[src/rtl/gpio_eint_pkg.sv]
package gpio_eint_pkg;

  typedef enum logic [3:0] {
    TRIG_RISE = 4'd0,
    TRIG_FALL = 4'd1,
    TRIG_HIGH = 4'd2,
    TRIG_LOW  = 4'd3,
    TRIG_BOTH = 4'd4
  } trig_mode_e;

  localparam int unsigned MODE_W     = 4;
  localparam int unsigned LINES_PER_WORD = 8;
  localparam int unsigned WORD_EN    = 4;
  localparam int unsigned WORD_STAT  = 5;

endpackage

[src/rtl/gpio_eint_sync.sv]
module gpio_eint_sync #(
  parameter int unsigned W = 32
) (
  input  logic         clk_i,
  input  logic         rst_ni,
  input  logic [W-1:0] async_i,
  output logic [W-1:0] sync_o
);

  logic [W-1:0] meta_q;
  logic [W-1:0] stable_q;

  always_ff @(posedge clk_i or negedge rst_ni) begin
    if (!rst_ni) begin
      meta_q   <= '0;
      stable_q <= '0;
    end else begin
      meta_q   <= async_i;
      stable_q <= meta_q;
    end
  end

  assign sync_o = stable_q;

endmodule

[src/rtl/gpio_eint_trigger.sv]
module gpio_eint_trigger
  import gpio_eint_pkg::*;
#(
  parameter int unsigned W = 32
) (
  input  logic                clk_i,
  input  logic                rst_ni,
  input  logic [W-1:0]        level_i,
  input  logic [MODE_W*W-1:0] mode_i,
  output logic [W-1:0]        hit_o
);

  logic [W-1:0] prev_q;

  always_ff @(posedge clk_i or negedge rst_ni) begin
    if (!rst_ni) begin
      prev_q <= '0;
    end else begin
      prev_q <= level_i;
    end
  end

  for (genvar g = 0; g < W; g++) begin : g_line
    logic       now_v;
    logic       was_v;
    trig_mode_e sel_v;

    assign now_v = level_i[g];
    assign was_v = prev_q[g];
    assign sel_v = trig_mode_e'(mode_i[MODE_W*g +: MODE_W]);

    always_comb begin
      case (sel_v)
        TRIG_RISE: hit_o[g] = now_v & ~was_v;
        TRIG_FALL: hit_o[g] = ~now_v & was_v;
        TRIG_HIGH: hit_o[g] = now_v;
        TRIG_LOW:  hit_o[g] = ~now_v;
        TRIG_BOTH: hit_o[g] = now_v ^ was_v;
        default:   hit_o[g] = 1'b0;
      endcase
    end
  end

endmodule

[src/rtl/gpio_eint_regs.sv]
module gpio_eint_regs
  import gpio_eint_pkg::*;
#(
  parameter int unsigned W      = 32,
  parameter int unsigned ADDR_W = 5
) (
  input  logic                clk_i,
  input  logic                rst_ni,
  input  logic                we_i,
  input  logic [ADDR_W-1:0]   addr_i,
  input  logic [31:0]         wdata_i,
  input  logic [W-1:0]        hit_i,
  output logic [31:0]         rdata_o,
  output logic [MODE_W*W-1:0] mode_o,
  output logic [W-1:0]        en_o,
  output logic [W-1:0]        pend_o,
  output logic [W-1:0]        clr_o
);

  localparam int unsigned WORD_W    = ADDR_W - 2;
  localparam int unsigned CFG_WORDS = (W + LINES_PER_WORD - 1) / LINES_PER_WORD;

  logic [WORD_W-1:0]   word_idx;
  logic [MODE_W*W-1:0] mode_q, mode_n;
  logic [W-1:0]        en_q, en_n;
  logic [W-1:0]        pend_q, pend_n;
  logic [CFG_WORDS-1:0] cfg_sel;
  logic                mode_ld;
  logic                en_ld;
  logic                stat_wr;

  assign word_idx = addr_i[ADDR_W-1:2];

  for (genvar k = 0; k < CFG_WORDS; k++) begin : g_cfg_sel
    assign cfg_sel[k] = we_i && (word_idx == WORD_W'(k));
  end

  assign mode_ld = |cfg_sel;
  assign en_ld   = we_i && (word_idx == WORD_W'(WORD_EN));
  assign stat_wr = we_i && (word_idx == WORD_W'(WORD_STAT));

  // next-state logic
  always_comb begin
    mode_n = mode_q;
    for (int l = 0; l < int'(W); l++) begin
      if (cfg_sel[l / LINES_PER_WORD]) begin
        mode_n[MODE_W*l +: MODE_W] = wdata_i[MODE_W*(l % LINES_PER_WORD) +: MODE_W];
      end
    end
  end

  assign en_n   = wdata_i[W-1:0];
  assign clr_o  = stat_wr ? wdata_i[W-1:0] : '0;
  // hardware set is ORed after the clear, so it wins on a collision
  assign pend_n = (pend_q & ~clr_o) | (hit_i & en_q);

  // registers
  always_ff @(posedge clk_i or negedge rst_ni) begin
    if (!rst_ni) begin
      mode_q <= '0;
      en_q   <= '0;
      pend_q <= '0;
    end else begin
      if (mode_ld) begin
        mode_q <= mode_n;
      end
      if (en_ld) begin
        en_q <= en_n;
      end
      pend_q <= pend_n;
    end
  end

  // read mux
  always_comb begin
    rdata_o = '0;
    if (word_idx == WORD_W'(WORD_EN)) begin
      rdata_o[W-1:0] = en_q;
    end else if (word_idx == WORD_W'(WORD_STAT)) begin
      rdata_o[W-1:0] = pend_q;
    end else begin
      for (int l = 0; l < int'(W); l++) begin
        if (word_idx == WORD_W'(l / LINES_PER_WORD)) begin
          rdata_o[MODE_W*(l % LINES_PER_WORD) +: MODE_W] = mode_q[MODE_W*l +: MODE_W];
        end
      end
    end
  end

  assign mode_o = mode_q;
  assign en_o   = en_q;
  assign pend_o = pend_q;

endmodule

[src/rtl/gpio_eint_bank.sv]
module gpio_eint_bank
  import gpio_eint_pkg::*;
#(
  parameter int unsigned NUM_LINES = 32,
  parameter int unsigned ADDR_W    = 5
) (
  input  logic                 clk_i,
  input  logic                 rst_ni,
  input  logic [NUM_LINES-1:0] pins_i,
  input  logic                 bus_we_i,
  input  logic [ADDR_W-1:0]    bus_addr_i,
  input  logic [31:0]          bus_wdata_i,
  output logic [31:0]          bus_rdata_o,
  output logic                 irq_o
);

  logic [1:0]                  rst_sync_q;
  logic                        sys_rst_n;
  logic [NUM_LINES-1:0]        level_w;
  logic [NUM_LINES-1:0]        hit_w;
  logic [MODE_W*NUM_LINES-1:0] mode_w;
  logic [NUM_LINES-1:0]        en_w;
  logic [NUM_LINES-1:0]        pend_w;
  logic [NUM_LINES-1:0]        clr_w;
  logic                        irq_q, irq_n;

  // asynchronous assertion, synchronous release
  always_ff @(posedge clk_i or negedge rst_ni) begin
    if (!rst_ni) begin
      rst_sync_q <= 2'b00;
    end else begin
      rst_sync_q <= {rst_sync_q[0], 1'b1};
    end
  end
  assign sys_rst_n = rst_sync_q[1];

  gpio_eint_sync #(.W(NUM_LINES)) sync_i (
    .clk_i   (clk_i),
    .rst_ni  (sys_rst_n),
    .async_i (pins_i),
    .sync_o  (level_w)
  );

  gpio_eint_trigger #(.W(NUM_LINES)) trig_i (
    .clk_i   (clk_i),
    .rst_ni  (sys_rst_n),
    .level_i (level_w),
    .mode_i  (mode_w),
    .hit_o   (hit_w)
  );

  gpio_eint_regs #(.W(NUM_LINES), .ADDR_W(ADDR_W)) regs_i (
    .clk_i   (clk_i),
    .rst_ni  (sys_rst_n),
    .we_i    (bus_we_i),
    .addr_i  (bus_addr_i),
    .wdata_i (bus_wdata_i),
    .hit_i   (hit_w),
    .rdata_o (bus_rdata_o),
    .mode_o  (mode_w),
    .en_o    (en_w),
    .pend_o  (pend_w),
    .clr_o   (clr_w)
  );

  assign irq_n = |(pend_w & en_w);

  always_ff @(posedge clk_i or negedge sys_rst_n) begin
    if (!sys_rst_n) begin
      irq_q <= 1'b0;
    end else begin
      irq_q <= irq_n;
    end
  end

  assign irq_o = irq_q;

endmodule

[config.mk]
export PLATFORM = sky130hd
export DESIGN_NAME = gpio_eint_bank
export DESIGN_NICKNAME = d
export VERILOG_FILES = /design/src/rtl/gpio_eint_pkg.sv /design/src/rtl/gpio_eint_sync.sv /design/src/rtl/gpio_eint_trigger.sv /design/src/rtl/gpio_eint_regs.sv /design/src/rtl/gpio_eint_bank.sv
export SDC_FILE = /design/constraint.sdc
export NUM_CORES = 1
export LEC_CHECK = 0
export ABC_CLOCK_PERIOD_IN_PS = 21500
export BUFFER_PORTS_ARGS = -buffer_cell sky130_fd_sc_hd__buf_4
export CAP_MARGIN = 40
export CORE_MARGIN = 5
export CORE_UTILIZATION = 35
export CTS_BUF_LIST = sky130_fd_sc_hd__clkbuf_4
export CTS_CLUSTER_DIAMETER = 150
export DETAILED_ROUTE_END_ITERATION = 10
export GPL_TIMING_DRIVEN = 0
export HOLD_SLACK_MARGIN = 0.05
export REMOVE_ABC_BUFFERS = 1
export SYNTH_ARGS = -nofsm -noshare
export SYNTH_HDL_FRONTEND = slang
export SYNTH_SLANG_ARGS = --single-unit
[constraint.sdc]
create_clock -name clk_i -period 21.5 [get_ports clk_i]
set_input_delay 4.3 -clock clk_i [delete_from_list [all_inputs] [get_ports clk_i]]
set_output_delay 4.3 -clock clk_i [all_outputs]
set_load 0.02 [all_outputs]
==> run metrics <==
setup TNS 0 ns; Synth Warn # 0; cell area power density 96.1 mW/mm^2; Mapped Avg Cell Area 11.6 sq um; vias 9,961; Leak around 7.6 nW; largest family of logic cells by synthesized area multiplexers; initial antenna violation count 1; Final Wtd Congestion 0.817; sequential share of power 48.3%; Hold Crit Class reg -> reg; largest net degree at the start of global routing 65; Synth Register Bits around 290; Die W 210 um; pre-CTS setup slack 10.66 ns; remaining global-route overflow 0; asr flop ratio synth 100%; Mapped Cells around 1.2k; maxcap violations 0; fin nets 1,502; Via density 5.11; Psw 515 uW; clock share of power 30.7%; biggest area consumer among synthesized cells dfrtp_1; sw frac 32.4%; critical path data required time 17.20 ns; Worst Tran Pin Value slightly below 0.8 ns; CTS root buffer clkbuf_4; Synth Area in Adders 5.73%; max-slew violations 0; Simple-Gate Fraction of Synth Area under 10%; Setup CP Type in -> out; htree depth 3; Core Area 0.0396 sq mm; starting density of the core 35.2%; drt first pass iters 5; CTS tree built; FP Rows 73; number of global-route vias before repair 10.3k; Ports 105; total track usage 17.1%; post-synthesis mux area share roughly 17%; Synth cell types 34; fin crit share 50.6%; Area Growth Syn to Fin 18.5%; status completed; compound-cell area share of the yosys netlist 10.1%; layout filler cell count 3,828; die area 0.0440 sq mm; combinational fraction of design power 21.0%; RSZ-0062 raised after global routing false; Reg clk slew, reported paths 0.06 ns; initial drt markers 502; setup repair bufs after CTS 0; CTS Buf Count between 80 and 90; Area contributors post-synth dfrtp_1 (52%), mux2_2 (12%), ha_1 (5.7%); Top FF cell, synth dfrtp_1; Post-DP Area 0.0156 sq mm; Post-Route Skew 0.0451 ns; wirelength, routed roughly 37 mm; Port Buf Inserts 102; first-pass GRT wire length 59.1 mm; Clk Latency, worst-skew pair approximately 0.74 ns; Critical Path Fanout Max 38; hpwl dp 26.1 mm; Antenna Nets Post-Route 0; design area about 0.017 sq mm; Post-synth EDFFs 0; worst hold slack 0.323 ns; sequential share of the synthesized area 52.1%; Post-Synth XOR/XNOR Area ~1.3%; clock buffer depth 3; WL/cell 19.2 um; Critical Path Start Type input port; Cell Int Power 1.08 mW; post-synth top area share 52.1%; setup violators final 0; number of hold buffers added after CTS 0; Hold Vio Cnt, Final 0; fmax 92.0 MHz; min Tclk post-route 10.87 ns; Crit path arrival time 6.57 ns; # DRC 0; synthesized cell area 0.0140 sq mm; CP Capture Type output port; CTS sink count 291; worst setup slack after layout 10.63 ns; relative slew slack 48.1%; post-cts sizing count 0; VDD IR max 0.0000324 V; layout cells sized above 1 29.0%; die height 210 um
cells in the mapped netlist (16+ instances only):
master,count
o221ai_1,31
ha_1,64
inv_1,76
o21ai_0,55
a21oi_1,76
clkbuf_1,16
a22oi_1,25
mux2_2,151
nor4b_1,21
nand2b_1,43
a211o_1,21
dfrtp_1,291
nor3_1,21
nor2b_1,24
nor2_1,32
mux2i_1,63
nand2_1,106
xnor2_1,21
buf_2,21
power by group through the flow:
stage          combinational [mW]  clock (mW)  sequential, mW
2_1_floorplan               0.220           0           0.743
3_3_place_gp                0.314           0           0.779
3_5_place_dp                0.337           0           0.776
4_1_cts                     0.338       0.511           0.766
5_1_grt                     0.370       0.539           0.784
6_report                    0.334       0.488           0.768
cell usage in the layout, fill, tap and decap left out, types with 23 or more instances in the layout:
cell,count
dfrtp_1,290
mux2_2,151
clkbuf_4,119
buf_4,109
nand2_1,106
inv_1,76
a21oi_1,76
ha_1,64
mux2i_1,63
o21ai_0,55
nand2b_1,42
nor2_1,31
o221ai_1,31
a22oi_1,25
nor2b_1,23
registers in the layout, summed over array words and instances, names as in the netlist:
| name | flops |
|---|---|
| regs_i.pend_o | 32 |
| rst_sync_q | 2 |
| regs_i.en_o | 32 |
| regs_i.mode_o | 128 |
| sync_i.sync_o | 32 |
| sync_i.meta_q | 32 |
| irq_o | 1 |
| trig_i.prev_q | 32 |
critical path, cell delays in order:
cell and delay (ns):
buf_4 0.56, buf_16 0.34, nand2_1 0.16, nor2_4 0.43, buf_12 0.25, nand2_1 0.07
o221ai_1 0.16, buf_4 0.23
area by class of cell:
| cell class | count | area [sq um] | share of cell area [%] |
|---|---|---|---|
| timing repair buffer | 125 | 1150 | 6.95 |
| clock buffer | 119 | 893 | 5.40 |
| antenna | 1 | 2.50 | 0.0151 |
| tap | 525 | 657 | 3.97 |
| multi-input combinational | 790 | 6180 | 37.3 |
| inverter | 76 | 285 | 1.72 |
| sequential | 291 | 7290 | 44.0 |
| clock inverter | 24 | 96.3 | 0.582 |
layer usage:
metal	up-vias	track usage, %	share of wire, %
li1	4637	-	-
met1	4989	22.5	45
met2	253	27.8	47
met3	82	4.35	5.2
met4	0	5.63	2.8
met5	-	0	0
final timing paths:
kind | depth (start not counted) | end | slack, ns | startpoint
worst min-delay path | 0 | sync_i.sync_o[24] | 0.32 | sync_i.meta_q[24]
min in group asynchronous | 0 | sync_i.sync_o[11] | 0.40 | rst_sync_q[1]
worst max register to register | 5 | regs_i.pend_o[14] | 19.82 | sync_i.sync_o[14]
worst min register to register | 0 | sync_i.sync_o[24] | 0.32 | sync_i.meta_q[24]
worst max-delay path | 8 | bus_rdata_o[19] | 10.63 | bus_addr_i[2]
max in group asynchronous | 1 | rst_sync_q[1] | 18.05 | rst_ni
cells by family (layout without fill, tap and decap cells):
group,after synthesis,after routing
adders and majority gates,64,64
and+or+nand+nor,257,257
DFF,291,291
other,1,2
AOI/OAI and AO/OA,224,224
muxes,223,223
buffers and inverters,124,344
xor gates and xnor gates,21,21
through the flow:
step                      cells  utilization, %  power, mW
after floorplan            1157               -      0.963
after global placement     1784            38.2       1.09
after detailed placement   1807            39.2       1.11
after CTS                  1950            41.7       1.62
after global routing       1951            41.7       1.69
final                      1951            41.7       1.59
(Power assumes the default switching activity.)
